$ cat src/rtl/pio_pkg.sv
package pio_pkg;
  localparam int NPH  = 5;
  localparam int NSIG = 14;

  // phase bit positions
  localparam int PH_T2 = 0;
  localparam int PH_T3 = 1;
  localparam int PH_T4 = 2;
  localparam int PH_T5 = 3;
  localparam int PH_T6 = 4;

  // strobe bit positions
  localparam int SG_PON = 0;
  localparam int SG_PRE = 1;
  localparam int SG_CRS = 2;
  localparam int SG_ENF = 3;
  localparam int SG_SIR = 4;
  localparam int SG_IAK = 5;
  localparam int SG_STC = 6;
  localparam int SG_CLC = 7;
  localparam int SG_STF = 8;
  localparam int SG_CLF = 9;
  localparam int SG_SFS = 10;
  localparam int SG_SFC = 11;
  localparam int SG_IOO = 12;
  localparam int SG_IOI = 13;
endpackage

$ cat src/rtl/pio_decode.sv
module pio_decode
  import pio_pkg::*;
#(
  parameter int SCW = 6,
  parameter logic [SCW-1:0] CARD_SC = 6'o12
) (
  input  logic            clk,
  input  logic            rst,
  input  logic [NPH-1:0]  phase,
  input  logic [NSIG-1:0] strobe,
  input  logic [SCW-1:0]  io_sc,
  input  logic            dma_cyc,
  input  logic            flg_q,
  output logic            a_pon,
  output logic            a_pre,
  output logic            a_crs,
  output logic            a_enf,
  output logic            a_sir,
  output logic            a_iak,
  output logic            a_stc,
  output logic            a_clc,
  output logic            a_stf,
  output logic            a_clf,
  output logic            a_ld,
  output logic            a_rd,
  output logic            skip
);
  logic sel, ctl_ph, skip_ph;

  always_comb begin
    sel     = (io_sc == CARD_SC);
    ctl_ph  = dma_cyc ? phase[PH_T3] : phase[PH_T4];
    skip_ph = phase[PH_T3] | phase[PH_T4] | phase[PH_T5];
    a_pon = strobe[SG_PON];
    a_pre = strobe[SG_PRE];
    a_crs = strobe[SG_CRS];
    a_enf = strobe[SG_ENF] & phase[PH_T2];
    a_sir = strobe[SG_SIR] & phase[PH_T5];
    a_iak = sel & strobe[SG_IAK] & phase[PH_T6];
    a_stc = sel & strobe[SG_STC] & ctl_ph;
    a_clc = sel & strobe[SG_CLC] & ctl_ph;
    a_stf = sel & strobe[SG_STF] & phase[PH_T3];
    a_clf = sel & strobe[SG_CLF] & phase[PH_T4];
    a_ld  = sel & strobe[SG_IOO] & (phase[PH_T3] | phase[PH_T4]);
    a_rd  = sel & strobe[SG_IOI] & (phase[PH_T4] | phase[PH_T5]);
    // the test reads the registered flag, so a clear in the same cycle lands afterwards
    skip  = sel & skip_ph &
            ((strobe[SG_SFS] & flg_q) | (strobe[SG_SFC] & ~flg_q));
  end

  p_skip_window_r6: assert property (@(posedge clk) disable iff (rst)
    skip |-> (phase[PH_T3] || phase[PH_T4] || phase[PH_T5]));
endmodule

$ cat src/rtl/pio_flag_ctl.sv
module pio_flag_ctl (
  input  logic clk,
  input  logic rst,
  input  logic a_pre,
  input  logic a_crs,
  input  logic a_enf,
  input  logic a_sir,
  input  logic a_iak,
  input  logic a_stc,
  input  logic a_clc,
  input  logic a_stf,
  input  logic a_clf,
  input  logic dev_done,
  output logic ctl_q,
  output logic flg_q,
  output logic irq_q
);
  logic buf_q;

  always_ff @(posedge clk) begin
    if (rst) begin
      ctl_q <= 1'b0;
      buf_q <= 1'b0;
      flg_q <= 1'b0;
      irq_q <= 1'b0;
    end else begin
      if (a_crs || a_clc)  ctl_q <= 1'b0;
      else if (a_stc)      ctl_q <= 1'b1;

      if (a_pre || a_stf || dev_done) buf_q <= 1'b1;
      else if (a_clf || a_iak)        buf_q <= 1'b0;

      if (a_pre || a_stf)          flg_q <= 1'b1;
      else if (a_clf)              flg_q <= 1'b0;
      else if (a_enf && buf_q)     flg_q <= 1'b1;

      if (a_pre || a_enf)                          irq_q <= 1'b0;
      else if (a_sir && ctl_q && flg_q && buf_q)   irq_q <= 1'b1;
    end
  end

  p_clf_clears_r4: assert property (@(posedge clk) disable iff (rst)
    (a_clf && !a_pre) |=> !flg_q);
  p_enf_drops_irq_r9: assert property (@(posedge clk) disable iff (rst)
    a_enf |=> !irq_q);
  p_iak_buf_r10: assert property (@(posedge clk) disable iff (rst)
    (a_iak && !a_pre && !a_stf && !dev_done) |=> !buf_q);
  p_irq_source_r8: assert property (@(posedge clk) disable iff (rst)
    $rose(irq_q) |-> $past(a_sir));
endmodule

$ cat src/rtl/pio_data_reg.sv
module pio_data_reg #(
  parameter int DW = 16
) (
  input  logic          clk,
  input  logic          rst,
  input  logic          clr,
  input  logic          ld,
  input  logic          rd,
  input  logic [DW-1:0] din,
  output logic [DW-1:0] dout
);
  logic [DW-1:0] q;

  always_ff @(posedge clk) begin
    if (rst || clr) q <= '0;
    else if (ld)    q <= din;
  end

  assign dout = rd ? q : '0;

  p_hold_r13: assert property (@(posedge clk) disable iff (rst)
    (!ld && !clr) |=> $stable(q));
endmodule

$ cat src/rtl/pio_card_ctrl.sv
module pio_card_ctrl
  import pio_pkg::*;
#(
  parameter int DW  = 16,
  parameter int SCW = 6,
  parameter logic [SCW-1:0] CARD_SC = 6'o12
) (
  input  logic            clk,
  input  logic            rst,
  input  logic [NPH-1:0]  phase,
  input  logic [NSIG-1:0] strobe,
  input  logic [SCW-1:0]  io_sc,
  input  logic            dma_cyc,
  input  logic            dev_done,
  input  logic [DW-1:0]   din,
  output logic [DW-1:0]   dout,
  output logic            skip,
  output logic            prl,
  output logic            irq,
  output logic            srq
);
  logic a_pon, a_pre, a_crs, a_enf, a_sir, a_iak;
  logic a_stc, a_clc, a_stf, a_clf, a_ld, a_rd;
  logic ctl_q, flg_q, irq_q;

  pio_decode #(.SCW(SCW), .CARD_SC(CARD_SC)) u_dec (
    .clk(clk), .rst(rst), .phase(phase), .strobe(strobe), .io_sc(io_sc),
    .dma_cyc(dma_cyc), .flg_q(flg_q),
    .a_pon(a_pon), .a_pre(a_pre), .a_crs(a_crs), .a_enf(a_enf),
    .a_sir(a_sir), .a_iak(a_iak), .a_stc(a_stc), .a_clc(a_clc),
    .a_stf(a_stf), .a_clf(a_clf), .a_ld(a_ld), .a_rd(a_rd), .skip(skip)
  );

  pio_flag_ctl u_flg (
    .clk(clk), .rst(rst), .a_pre(a_pre), .a_crs(a_crs), .a_enf(a_enf),
    .a_sir(a_sir), .a_iak(a_iak), .a_stc(a_stc), .a_clc(a_clc),
    .a_stf(a_stf), .a_clf(a_clf), .dev_done(dev_done),
    .ctl_q(ctl_q), .flg_q(flg_q), .irq_q(irq_q)
  );

  pio_data_reg #(.DW(DW)) u_dat (
    .clk(clk), .rst(rst), .clr(a_pon), .ld(a_ld), .rd(a_rd),
    .din(din), .dout(dout)
  );

  assign srq = flg_q;
  assign prl = ~(ctl_q & flg_q);
  assign irq = irq_q;

  p_prl_vs_srq_r11: assert property (@(posedge clk) disable iff (rst)
    !prl |-> srq);
endmodule

$ cat config.mk
export PLATFORM = sky130hd
export DESIGN_NAME = pio_card_ctrl
export DESIGN_NICKNAME = d
export VERILOG_FILES = /design/src/rtl/pio_pkg.sv /design/src/rtl/pio_decode.sv /design/src/rtl/pio_flag_ctl.sv /design/src/rtl/pio_data_reg.sv /design/src/rtl/pio_card_ctrl.sv
export SDC_FILE = /design/constraint.sdc
export NUM_CORES = 1
export LEC_CHECK = 0
export BUFFER_PORTS_ARGS = -buffer_cell sky130_fd_sc_hd__buf_2
export CAP_MARGIN = 5
export CORE_MARGIN = 4
export CORE_UTILIZATION = 42
export CTS_CLUSTER_SIZE = 12
export DETAILED_ROUTE_END_ITERATION = 12
export HOLD_SLACK_MARGIN = 0.08
export PLACE_DENSITY = 0.82
export SLEW_MARGIN = 20
export SYNTH_ARGS = -nofsm -noshare
export SYNTH_HDL_FRONTEND = slang
export SYNTH_SLANG_ARGS = --single-unit
$ cat constraint.sdc
create_clock -name clk -period 2.4 [get_ports clk]
set_clock_uncertainty 0.15 [all_clocks]
set_input_delay 0.24 -clock clk [delete_from_list [all_inputs] [get_ports clk]]
set_output_delay 0.24 -clock clk [all_outputs]
set_load 0.02 [all_outputs]
Yosys cells after proc, flatten, opt, wreduce, memory -nomap -nowiden

Index checks and enable logic that the tools add are counted.

Register bits: 20
Input bits: 45
Output and inout bits: 20
Logic and storage cells: 54

Equal/unequal tests: 1
Multiplexer cells: 7
Bitwise operators: 27
Reductions and logical operators: 14

Operators with widths:

| operator           | count |
|---|---|
| $and 1x1->1        | 21 |
| $mux 16            | 1 |
| $eq 6x4->1 const B | 1 |
| $logic_or 1x1->1   | 6 |
| $mux 1             | 6 |
| $logic_and 1x1->1  | 4 |
| $or 1x1->1         | 4 |
| $reduce_or 2->1    | 2 |
| $reduce_bool 3->1  | 1 |
| $not 1->1          | 2 |
| $reduce_bool 2->1  | 1 |

Logic depth before layout (Yosys ltp)

Word-level depth: 6
Mapped depth: 4
Mapped depth without buffers: 3

Modules after synthesis

A second synthesis with hierarchy kept.

Cells, all modules: 103
Area, all modules: 998.5 µm²

Modules (own cells, without submodules):

| module        | instances | cells each | area an instance (µm²) | seq. area each (µm²) |
|---|---|---|---|---|
| pio_data_reg  | 1         | 70         | 695.7                  | 320.3 |
| pio_decode    | 1         | 17         | 151.4                  | 0.0 |
| pio_flag_ctl  | 1         | 15         | 147.6                  | 80.1 |
| pio_card_ctrl | 1         | 1          | 3.8                    | 0.0 |

Worst setup path before layout

Ideal clock, no wire load.

Kind: input to output
From: input port io_sc[2]
To: output port dout[10]
Arrival time: 1,548 ps
Slack: 462 ps
Stages on the path: 4
Path through: or4b_4 -> nor3_2 -> clkbuf_1 -> and2_1

Longest elaborated chain between the ends: 4

RTL lines:

| item                      | line                | RTL |
|---|---|---|
| start: declaration        | pio_card_ctrl.sv:12 | `input logic [SCW-1:0] io_sc,` |
| $eq 6x4->1                | pio_decode.sv:31    | `sel = (io_sc == CARD_SC);` |
| $and 1x1->1 (2 in series) | pio_decode.sv:45    | `a_rd = sel & strobe[SG_IOI] & (phase[PH_T4] \| phase[PH_T5]);` |
| $mux 16                   | pio_data_reg.sv:19  | `assign dout = rd ? q : '0;` |
| end: declaration          | pio_card_ctrl.sv:16 | `output logic [DW-1:0] dout,` |

Every way passes these cells.

Final worst setup path

From: input port io_sc[2]
To: output port dout[14]

The elaborated chain is that of the path after synthesis.

==> impl_metrics.yaml <==
logic_synthesis:
  synth-compound-area-share_pct: 8.36
  synth-xor-area-share_pct: 0
  synth_top_family_by_area: "simple AND/OR/NAND/NOR gates"
  syn_inst: 118
  synthesis.nets: 163
  yosysWarnings: 0
  synth-simple-area-share_pct: 31.9
  synthAdderAreaFrac_pct: 0
  synth.distinct_cells: 27
  ys_seq_elements: 20
  syn_area_per_cell_um2: 8.75
  muxShareOfSynthArea_pct: 17.6
  synth_seq_area_share_pct: 38.8
  mappedNetlistArea_um2: 1030
clocking:
  cts_buffers: 3
  insertion_delay_ps: 300
  cts_buffer_depth: 2
  cts_resized: 0
  cts_tree: "done"
  h-tree-depth: 1
  cts.clk_slew.worst_paths_ps: 110
  root_buffer: "clkbuf_4"
  cts-hold-fix-buffers: 20
  cts.sinks: 20
  postCtsSetupBuffers: 0
grt:
  grt_max_degree: 33
  grt_overflow: 0
  grt_pass1_vias: 1118
  antenna_found_initial: 0
  grt_usage_pct: 18.0
  grt_pass1_wl_mm: 4.78
power:
  ir_worst_vdd_uv: 410
  p_leak_nw: 0.755
  pwr_density_cell_nw_per_um2: 437
setup_path:
  ff2ff_path_depth: 4
  crit_arrival_ps: 1650
  crit_type: "in -> out"
  cp_max_fo: 16
  cp_data_required_time_ps: 2010
  crit_path_end_kind: "primary output"
  startpoint_type: "input port"
die:
  die-area_um2: 3310
  core_um2: 2280
  ioPinCount: 65
  rows: 17
  die_y_um: 57.6
  die_w_um: 57.6
  floorplan.initialDensity_pct: 45.4
placement:
  place_area_um2: 1380
  dp_hpwl_mm: 2.15
  gp_congestion: 1.02
  port_buffers: 64
drt:
  dr.pass1.iters: 4
  drt_iter0_markers: 71
  viasPerCell: 5.02
  vias: 1164
  final_antenna_net_count: 0
  drcViolationCount: 0
  wirelength_mm: 3.06
  wl_per_cell_um: 13.2
sta:
  fin_hold_ws_ps: 114
  period_share_pct: 85.1
  hold_viol: 0
  fmax_mhz: 489
  fin_crit_ps: 2040
  rsz0062_at_grt: "no"
  setup_violations: 0
  setup_tns_ps: 0
  tightest_slew_ps: 750
  max-slew-margin-rel_pct: 49.3
  slew_violations: 0
final_layout:
  diodes: 0
  multi_input_area_um2: 599
  area_delta_synth_final_pct: 57.9
  final_area_um2: 1630
  nNetsFinal: 250
  fill_cells: 172
  drive_gt1_share_pct: 37.7
  register_area_um2: 400
worst_hold_path:
  hp-class: "in -> reg"
  holdPathStages: 3
run_status:
  status: "completed"
job:
  maxCapViolCount: 0
==> registers in the layout, indices dropped and copies added (netlist names) <==
register	flops
u_dat.q	16
u_flg.buf_q	1
u_flg.ctl_q	1
u_flg.flg_q	1
u_flg.irq_q	1
==> cell families (layout without fill, tap and decap cells) <==
kind of cell | Yosys count | after routing
multiplexers | 18 | 18
flip-flops | 20 | 20
AO/OA/AOI/OAI | 12 | 12
AND/OR/NAND/NOR | 63 | 63
buffers and inverters | 5 | 91
==> worst paths after layout <==
check	from	endpoint	slack, ps
worst max register to register	u_flg.buf_q	u_flg.irq_q	760
worst max-delay path	io_sc[2]	dout[14]	360
worst min-delay path	strobe[7]	u_flg.ctl_q	110
worst min register to register	u_dat.q[13]	u_dat.q[13]	310
==> stage by stage <==
stage | power, mW | instances | setup WS [ps] | util [%]
after global placement | 0.422 | 208 | 415 | 60.5
after detailed placement | 0.425 | 208 | 395 | 60.5
after global routing | 0.752 | 232 | 305 | 71.6
after CTS | 0.720 | 232 | 385 | 71.6
final | 0.713 | 232 | 357 | 71.6
after floorplan | 0.377 | 118 | 462 | -
==> metal layers <==
metal  wire length [um]  GRT usage, %  share of wire [%]  vias to the layer above
li1                   -             -                  -                      578
met1               1190          20.5                 39                      519
met2               1490          31.6                 49                       63
met3                343          5.43                 11                        4
met4                 31          6.29                1.0                        0
met5                  0             0                  0                        -
==> worst max-delay path, stage by stage <==
cell	delay [ps]
buf_2	110
or4b_4	580
nor3_2	190
buf_4	200
and2_1	160
buf_2	170
==> cell type report <==
class	instances	share of cell area, %
Timing Repair Buffer	87	33.3
Sequential cell	20	24.6
Tap cell	28	2.15
Multi-Input combinational cell	93	36.8
Clock buffer	3	1.38
Clock inverter	1	1.84
==> cell usage after synthesis <==
library cell / instances / area share, %
a2111oi_0: 1 / 0.85
a21oi_1: 2 / 0.97
a22oi_1: 1 / 0.73
a31oi_1: 2 / 1.2
a41o_1: 2 / 1.9
a41oi_1: 1 / 0.85
and2_1: 16 / 9.7
and3_1: 2 / 1.2
buf_12: 1 / 1.9
clkbuf_1: 4 / 1.5
dfxtp_1: 20 / 39
mux2_2: 1 / 1.1
mux2i_1: 17 / 16
nand2_1: 33 / 12
nand2b_1: 1 / 0.61
nand4_1: 1 / 0.61
nor2_1: 2 / 0.73
nor2b_1: 1 / 0.61
nor3_1: 1 / 0.48
nor3_2: 1 / 0.97
nor3_4: 1 / 1.6
nor4_1: 1 / 0.61
nor4b_1: 1 / 0.85
o21ai_0: 2 / 0.97
o41ai_1: 1 / 0.85
or2_2: 1 / 0.61
or4b_4: 1 / 1.3
==> cells in the final DEF (no fill, tap or decap) <==
master,instances
and2_1,16
a21oi_1,2
nor2_2,1
dfxtp_1,20
mux2i_1,17
mux2_2,1
or4b_4,1
bufinv_16,1
nor4b_1,1
nor3_2,1
nor2_1,1
or2_2,1
nand2_1,33
nand4_1,1
a41o_1,2
nor3_4,1
o41ai_1,1
and3_1,2
nor3_1,1
a41oi_1,1
clkbuf_4,3
dlygate4sd3_1,20
buf_2,64
nor2b_1,1
buf_4,3
a22oi_1,1
nand2b_1,1
a31oi_1,2
a2111oi_0,1
o21ai_0,2
nor4_1,1
==> power breakdown <==
part | internal [mW] | total [mW] | switching, mW | leakage, nW
clock network | 0.169 | 0.269 | 0.100 | 0.0279
registers | 0.335 | 0.337 | 0.00283 | 0.162
logic | 0.0613 | 0.107 | 0.0454 | 0.565
total | 0.565 | 0.713 | 0.149 | 0.755
No activity file was read; power rests on OpenSTA's default activity.
